## src/rtl/bo_pkg.sv

```systemverilog
package bo_pkg;
  localparam int CFG_W = 11;

  // Field order is the bit position: key_xchg is bit 10, in_bsw is bit 0.
  typedef struct packed {
    logic key_xchg;
    logic khi_wrev;
    logic khi_bsw;
    logic klo_wrev;
    logic klo_bsw;
    logic iv_wrev;
    logic iv_bsw;
    logic out_wrev;
    logic out_bsw;
    logic in_wrev;
    logic in_bsw;
  } bo_cfg_t;
endpackage

```

## src/rtl/bo_cfg_reg.sv

```systemverilog
module bo_cfg_reg
  import bo_pkg::*;
(
  input  logic             clk,
  input  logic             rst_n,
  input  logic             we,
  input  logic [CFG_W-1:0] wdata,
  output bo_cfg_t          cfg
);
  always_ff @(posedge clk) begin
    if (!rst_n)  cfg <= '0;
    else if (we) cfg <= bo_cfg_t'(wdata);
  end
endmodule

```

## src/rtl/bo_lane.sv

```systemverilog
module bo_lane #(
  parameter int BYTE_W = 8,
  parameter int BPW    = 4,
  parameter int WPB    = 4,
  localparam int WORD_W = BYTE_W * BPW,
  localparam int BLK_W  = WORD_W * WPB
) (
  input  logic [BLK_W-1:0] blk_i,
  input  logic             byte_sw,
  input  logic             word_rev,
  output logic [BLK_W-1:0] blk_o
);
  logic [BLK_W-1:0] bsw_blk;
  logic [BLK_W-1:0] stage1;
  logic [BLK_W-1:0] wrev_blk;

  // Stage 1: reverse the bytes inside every word.
  for (genvar w = 0; w < WPB; w++) begin : g_word
    for (genvar b = 0; b < BPW; b++) begin : g_byte
      assign bsw_blk[w*WORD_W + b*BYTE_W +: BYTE_W] =
        blk_i[w*WORD_W + (BPW-1-b)*BYTE_W +: BYTE_W];
    end
  end
  assign stage1 = byte_sw ? bsw_blk : blk_i;

  // Stage 2: reverse the word order inside the block.
  for (genvar w = 0; w < WPB; w++) begin : g_wrev
    assign wrev_blk[w*WORD_W +: WORD_W] = stage1[(WPB-1-w)*WORD_W +: WORD_W];
  end
  assign blk_o = word_rev ? wrev_blk : stage1;
endmodule

```

## src/rtl/bo_swapper.sv

```systemverilog
module bo_swapper
  import bo_pkg::*;
#(
  parameter int BYTE_W = 8,
  parameter int BPW    = 4,
  parameter int WPB    = 4,
  localparam int BLK_W = BYTE_W * BPW * WPB,
  localparam int KEY_W = 2 * BLK_W
) (
  input  logic             clk,
  input  logic             rst_n,
  input  logic             cfg_we,
  input  logic [10:0]      cfg_wdata,
  input  logic             ld_valid,
  input  logic [KEY_W-1:0] ld_key,
  input  logic [BLK_W-1:0] ld_iv,
  input  logic [BLK_W-1:0] ld_data,
  output logic             core_valid,
  output logic [KEY_W-1:0] core_key,
  output logic [BLK_W-1:0] core_iv,
  output logic [BLK_W-1:0] core_data,
  input  logic             rs_valid,
  input  logic [BLK_W-1:0] rs_data,
  output logic             host_valid,
  output logic [BLK_W-1:0] host_data
);
  bo_cfg_t          cfg;
  logic [CFG_W-1:0] cfg_q;       // named for the checker
  logic [KEY_W-1:0] key_x;       // key after the half exchange
  logic [BLK_W-1:0] khi_n, klo_n, iv_n, din_n, dout_n;

  bo_cfg_reg u_cfg (
    .clk(clk), .rst_n(rst_n), .we(cfg_we), .wdata(cfg_wdata), .cfg(cfg)
  );
  assign cfg_q = cfg;

  assign key_x = cfg.key_xchg ? {ld_key[BLK_W-1:0], ld_key[KEY_W-1:BLK_W]} : ld_key;

  bo_lane #(.BYTE_W(BYTE_W), .BPW(BPW), .WPB(WPB)) u_khi (
    .blk_i(key_x[KEY_W-1:BLK_W]), .byte_sw(cfg.khi_bsw), .word_rev(cfg.khi_wrev), .blk_o(khi_n));
  bo_lane #(.BYTE_W(BYTE_W), .BPW(BPW), .WPB(WPB)) u_klo (
    .blk_i(key_x[BLK_W-1:0]), .byte_sw(cfg.klo_bsw), .word_rev(cfg.klo_wrev), .blk_o(klo_n));
  bo_lane #(.BYTE_W(BYTE_W), .BPW(BPW), .WPB(WPB)) u_iv (
    .blk_i(ld_iv), .byte_sw(cfg.iv_bsw), .word_rev(cfg.iv_wrev), .blk_o(iv_n));
  bo_lane #(.BYTE_W(BYTE_W), .BPW(BPW), .WPB(WPB)) u_din (
    .blk_i(ld_data), .byte_sw(cfg.in_bsw), .word_rev(cfg.in_wrev), .blk_o(din_n));
  bo_lane #(.BYTE_W(BYTE_W), .BPW(BPW), .WPB(WPB)) u_dout (
    .blk_i(rs_data), .byte_sw(cfg.out_bsw), .word_rev(cfg.out_wrev), .blk_o(dout_n));

  always_ff @(posedge clk) begin
    if (!rst_n) begin
      core_valid <= 1'b0;
      core_key   <= '0;
      core_iv    <= '0;
      core_data  <= '0;
    end else begin
      core_valid <= ld_valid;
      if (ld_valid) begin
        core_key  <= {khi_n, klo_n};
        core_iv   <= iv_n;
        core_data <= din_n;
      end
    end
  end

  always_ff @(posedge clk) begin
    if (!rst_n) begin
      host_valid <= 1'b0;
      host_data  <= '0;
    end else begin
      host_valid <= rs_valid;
      if (rs_valid) host_data <= dout_n;
    end
  end
endmodule

```

## config.mk

```make
export PLATFORM = sky130hd
export DESIGN_NAME = bo_swapper
export DESIGN_NICKNAME = d
export VERILOG_FILES = /design/src/rtl/bo_pkg.sv /design/src/rtl/bo_cfg_reg.sv /design/src/rtl/bo_lane.sv /design/src/rtl/bo_swapper.sv
export SDC_FILE = /design/constraint.sdc
export NUM_CORES = 1
export LEC_CHECK = 0
export ABC_AREA = 1
export BUFFER_PORTS_ARGS = -buffer_cell sky130_fd_sc_hd__buf_2
export CAP_MARGIN = 20
export CORE_AREA = 2 2 511 513
export DETAILED_ROUTE_END_ITERATION = 8
export DIE_AREA = 0 0 513 515
export PLACE_DENSITY_LB_ADDON = 0.05
export SLEW_MARGIN = 20
export SYNTH_ARGS = -nofsm -noshare
export SYNTH_HDL_FRONTEND = slang
export SYNTH_SLANG_ARGS = --single-unit
```

## constraint.sdc

```tcl
create_clock -name clk -period 1.91 [get_ports clk]
set_input_delay 0.191 -clock clk [delete_from_list [all_inputs] [get_ports clk]]
set_output_delay 0.191 -clock clk [all_outputs]
set_load 0.01 [all_outputs]
```

## Yosys cells after proc, flatten, opt, wreduce, memory -nomap -nowiden

Index checks and enable logic that the tools add are counted.

- Flip-flop bits (word level): 653
- Bits in latches: 0
- Bits in writable memories: 0
- ROM bits: 0
- Logic and storage cells: 28
- Memories: 0

- Add/subtract/negate cells: 0
- Multiply operators: 0
- Divide/modulo/power cells: 0
- Magnitude comparators: 0
- Equality and inequality tests: 0
- Shift operators: 0
- Muxes and demuxes: 11
- Bitwise operators: 0
- Reduce and logical (&&, ||, !) cells: 0

Operators by type and width:

| cell | count |
|---|---|
| 128-bit 2-to-1 mux | 10 |
| 256-bit 2-to-1 mux | 1 |

## Longest topological paths before layout

- Depth after elaboration: 3
- Mapped depth: 10
- Depth with buffers taken out: 7

## Hierarchy

Synthesis repeated with hierarchy kept, for this count alone.

- Cells, all modules: 8956
- Area, all modules: 47179.0 sq um

By module, submodules not included:

| module | times used | cells each | area each (sq um) | sequential area each (sq um) |
|---|---|---|---|---|
| bo_swapper | 1 | 4757 | 29032.8 | 12852.3 |
| bo_lane | 5 | 826 | 3538.4 | 0.0 |
| bo_cfg_reg | 1 | 69 | 454.2 | 220.2 |

## Worst setup path before layout

OpenSTA, ideal clock, no wires.

- Path type: register to register
- From: reg, netlist name u_cfg.cfg[10]
- To: reg core_key[229]
- Arrival: 1.156 ns
- Required time: 1.801 ns
- Slack: 0.645 ns
- Stages on the path, launching flop included: 11
- Buffers on the path: 3
- Clock period less this slack: 1.265 ns
- Cells stage by stage: dfxtp_1 > buf_2 > inv_2 > buf_4 > buf_4 > nand2_1 > nand3_1 > nand3_1 > nand3_1 > nand2_1 > inv_1

- Longest elaborated chain between the ends: 3

Ends and longest elaborated chain:

| what | line | RTL |
|---|---|---|
| 256-bit 2-to-1 mux | bo_swapper.sv:37 | `assign key_x = cfg.key_xchg ? {ld_key[BLK_W-1:0], ld_key[KEY_W-1:BLK_W]} : ld_key;` |
| 128-bit 2-to-1 mux | bo_lane.sv:24 | `assign stage1 = byte_sw ? bsw_blk : blk_i;` |
| 128-bit 2-to-1 mux | bo_lane.sv:30 | `assign blk_o = word_rev ? wrev_blk : stage1;` |
| to (signal assigned) | bo_swapper.sv:59 | `core_key <= {khi_n, klo_n};` |
| to (decl) | bo_swapper.sv:19 | `output logic [KEY_W-1:0] core_key,` |

No other way between the ends.
A chain may end at the register's enable or synchronous reset.

==> flow_metrics.py <==
metrics = {
    "sta": {
        "fmax_mhz": 540,
        "fin_crit_sh_pct": 97.0,
        "hold_violations": 0,
        "fin_crit_ns": 1.85,
        "postLayoutSetupSlackWorst_ns": 0.0578,
        "setup_viol": 0,
        "clock_skew_ns": 0.0403,
        "rsz0062_at_grt": "yes",
        "worst_hold_slack_ns": 0.0652,
        "slew_viol_final": 0,
        "worstMarginPinSlew_ns": 0.839,
        "relSlewSlack_pct": 43.8,
    },
    "synth": {
        "yosys-top-cells-count": "2,114 x nand2_1, 1,664 x nand3_1, 1,478 x nor2_1, 841 x inv_1, 653 x dfxtp_1",
        "ys.warnings.count": 0,
        "avgSynthCellArea_um2": 5.55,
        "synthesis.nets": 8364,
        "synth_cells": 7708,
        "synth.area.top_cells": "dfxtp_1 31%, nand3_1 19%, nand2_1 19%",
        "synth_top_area_share_pct": 30.6,
        "synth_seq_cells": 653,
        "synth_edf_count": 0,
        "synthesis.area_um2": 42800,
        "ys_seq_area_share_pct": 30.6,
        "synth_ff_type": "dfxtp_1",
        "async_flop_share_pct": 0,
        "yosysTopAreaCell": "dfxtp_1",
        "synth.distinct_cells": 16,
        "synth_most_common_cell": "nand2_1",
    },
    "clocking": {
        "cts_tree": "done",
        "path_clk_slew_ns": 0.06,
        "cts_max_level": 3,
        "cts.sinks": 653,
        "clkLatencyLatePin_ns": 0.77,
        "root_buffer": "clkbuf_16",
        "clock_path_buffers": 3,
        "numCtsBuffers": 99,
    },
    "floorplanning": {
        "core_um2": 259000,
        "fp.dieH_um": 515,
        "pin_count": 1298,
        "num_rows": 187,
        "dieArea_um2": 264000,
        "die_w_um": 513,
        "start_util_pct": 16.5,
    },
    "routing": {
        "via_per_inst": 4.25,
        "wl_um": 288000,
        "drc": 0,
        "ant_nets": 0,
        "vias": 55500,
        "wire_per_inst_um": 22.0,
        "first_pass_iters": 6,
        "dr.first_iter.drc_count": 3371,
    },
    "grt": {
        "first_global_vias": 53800,
        "grt_overflow": 0,
        "antenna_found_initial": 93,
        "grt_use_total_pct": 20.6,
        "grt_max_degree": 129,
        "grt_pass1_wl_um": 396000,
    },
    "placement": {
        "gp_congestion": 0.880,
        "dpl.cell_count": 12100,
        "pre_cts_ws_ns": -0.0507,
        "hpwlAfterDp_um": 226000,
        "numPortBuffers": 1297,
    },
    "pwr": {
        "p_total_w": 0.0502,
        "leakagePower_nw": 34.8,
        "p_per_area_nw_per_um2": 772,
        "irDropWorstVdd_v": 0.000749,
    },
    "setup_path": {
        "required_ns": 2.54,
        "crit_type": "input pin to flip-flop",
        "cp-start-kind": "input pin",
        "crit_arrival_ns": 2.48,
        "endpoint_kind": "flip-flop",
        "critPathMaxFanout": 53,
    },
    "layout": {
        "n_fill_cell": 29800,
        "drive_gt1_share_pct": 18.1,
        "utilization_pct": 25.2,
        "nNetsFinal": 10200,
        "layoutNonFillerInstCount": 13100,
        "syn_to_final_growth_pct": 52.1,
    },
    "min_path": {
        "hold_path.class": "input pin to flip-flop",
    },
    "status": {
        "status": "finished clean",
    },
    "job": {
        "max-cap-violations": 0,
    },
}
sequential cells by signal, summed over array words and instances, names as in the netlist:
| register | count |
|---|---|
| core_data | 128 |
| core_iv | 128 |
| core_key | 256 |
| core_valid | 1 |
| host_data | 128 |
| host_valid | 1 |
| u_cfg.cfg | 11 |
what timing repair did:
action                                 CTS  global route
endpoints found under the hold margin  579             0
setup buffers                            0            19
gates resized for setup                 11            43
setup endpoints to repair               11           128
hold buffers                           733             0
gates cloned                             0            14
metal layers:
metal	vias to the layer above	track usage [%]	wire length (um)
met5	-	0	435
li1	27800	-	-
met2	1571	38.2	146000
met4	70	6.09	8650
met3	364	5.82	19700
met1	25800	22.6	113000
worst max-delay path, cell delays in order:
cell           delay (ns)
dlygate4sd3_1        0.62
buf_8                0.23
buf_12               0.24
buf_12               0.29
nand3_1              0.14
dlygate4sd3_1        0.59
nand2_1              0.07
inv_1                0.03
power breakdown:
group / leakage, nW / switching (W) / internal [W]
registers: 5.44 / 0.000848 / 0.0148
logic: 27.7 / 0.00910 / 0.00557
clock network: 1.68 / 0.00821 / 0.0116
final timing paths:
path                       from             to  slack, ns  depth (start not counted)
setup reg to reg   u_cfg.cfg[4]    core_iv[46]       0.06                         10
hold reg to reg   core_data[50]  core_data[50]       0.55                          4
hold / removal       ld_key[35]  core_key[219]       0.07                          7
setup / recovery       ld_valid    core_iv[10]       0.06                          8
through the flow:
stage,TNS (ns),cell area (um2)
global route,-0.0694,65000
floorplan,0,42800
detailed placement,-0.0507,53500
global placement,-0.0294,53500
CTS,0,64300
finish,0,65000
area by class of cell:
type                            instances  area, um2  area share [%]
Antenna cell                           54        135           0.208
Clock buffer                          144       2910            4.47
Clock inverter                         35        498           0.766
Inverter                              844       3210            4.93
Multi-Input combinational cell       5659      23900            36.7
Sequential cell                       653      13100            20.2
Tap cell                             3402       4260            6.54
Timing Repair Buffer                 2264      17000            26.2
cells by family after synthesis:
kind of cell / Yosys count / share of synthesized area, %
DFF: 653 / 30.6
buffers and inverters: 1396 / 13.7
and+or+nand+nor: 5256 / 51.0
AOI/OAI and AO/OA: 403 / 4.72
cell usage in the layout (no fill, tap or decap), types with 2 or more instances in the layout:
cell and count:
a21oi_1 190, a21oi_2 9, buf_12 82, buf_16 6, buf_2 1295, buf_4 122, buf_6 11, buf_8 3
bufinv_16 8, clkbuf_1 20, clkbuf_16 113, clkbuf_8 25, clkinv_16 4, clkinv_2 20, dfxtp_1 631, dfxtp_2 11
dfxtp_4 11, diode_2 54, dlygate4sd3_1 730, inv_1 834, inv_4 5, inv_6 3, inv_8 2, nand2_1 2114
nand3_1 1664, nor2_1 1477, o21ai_0 16, o21ai_1 187
Note: power is estimated with default switching activity, not from simulation.
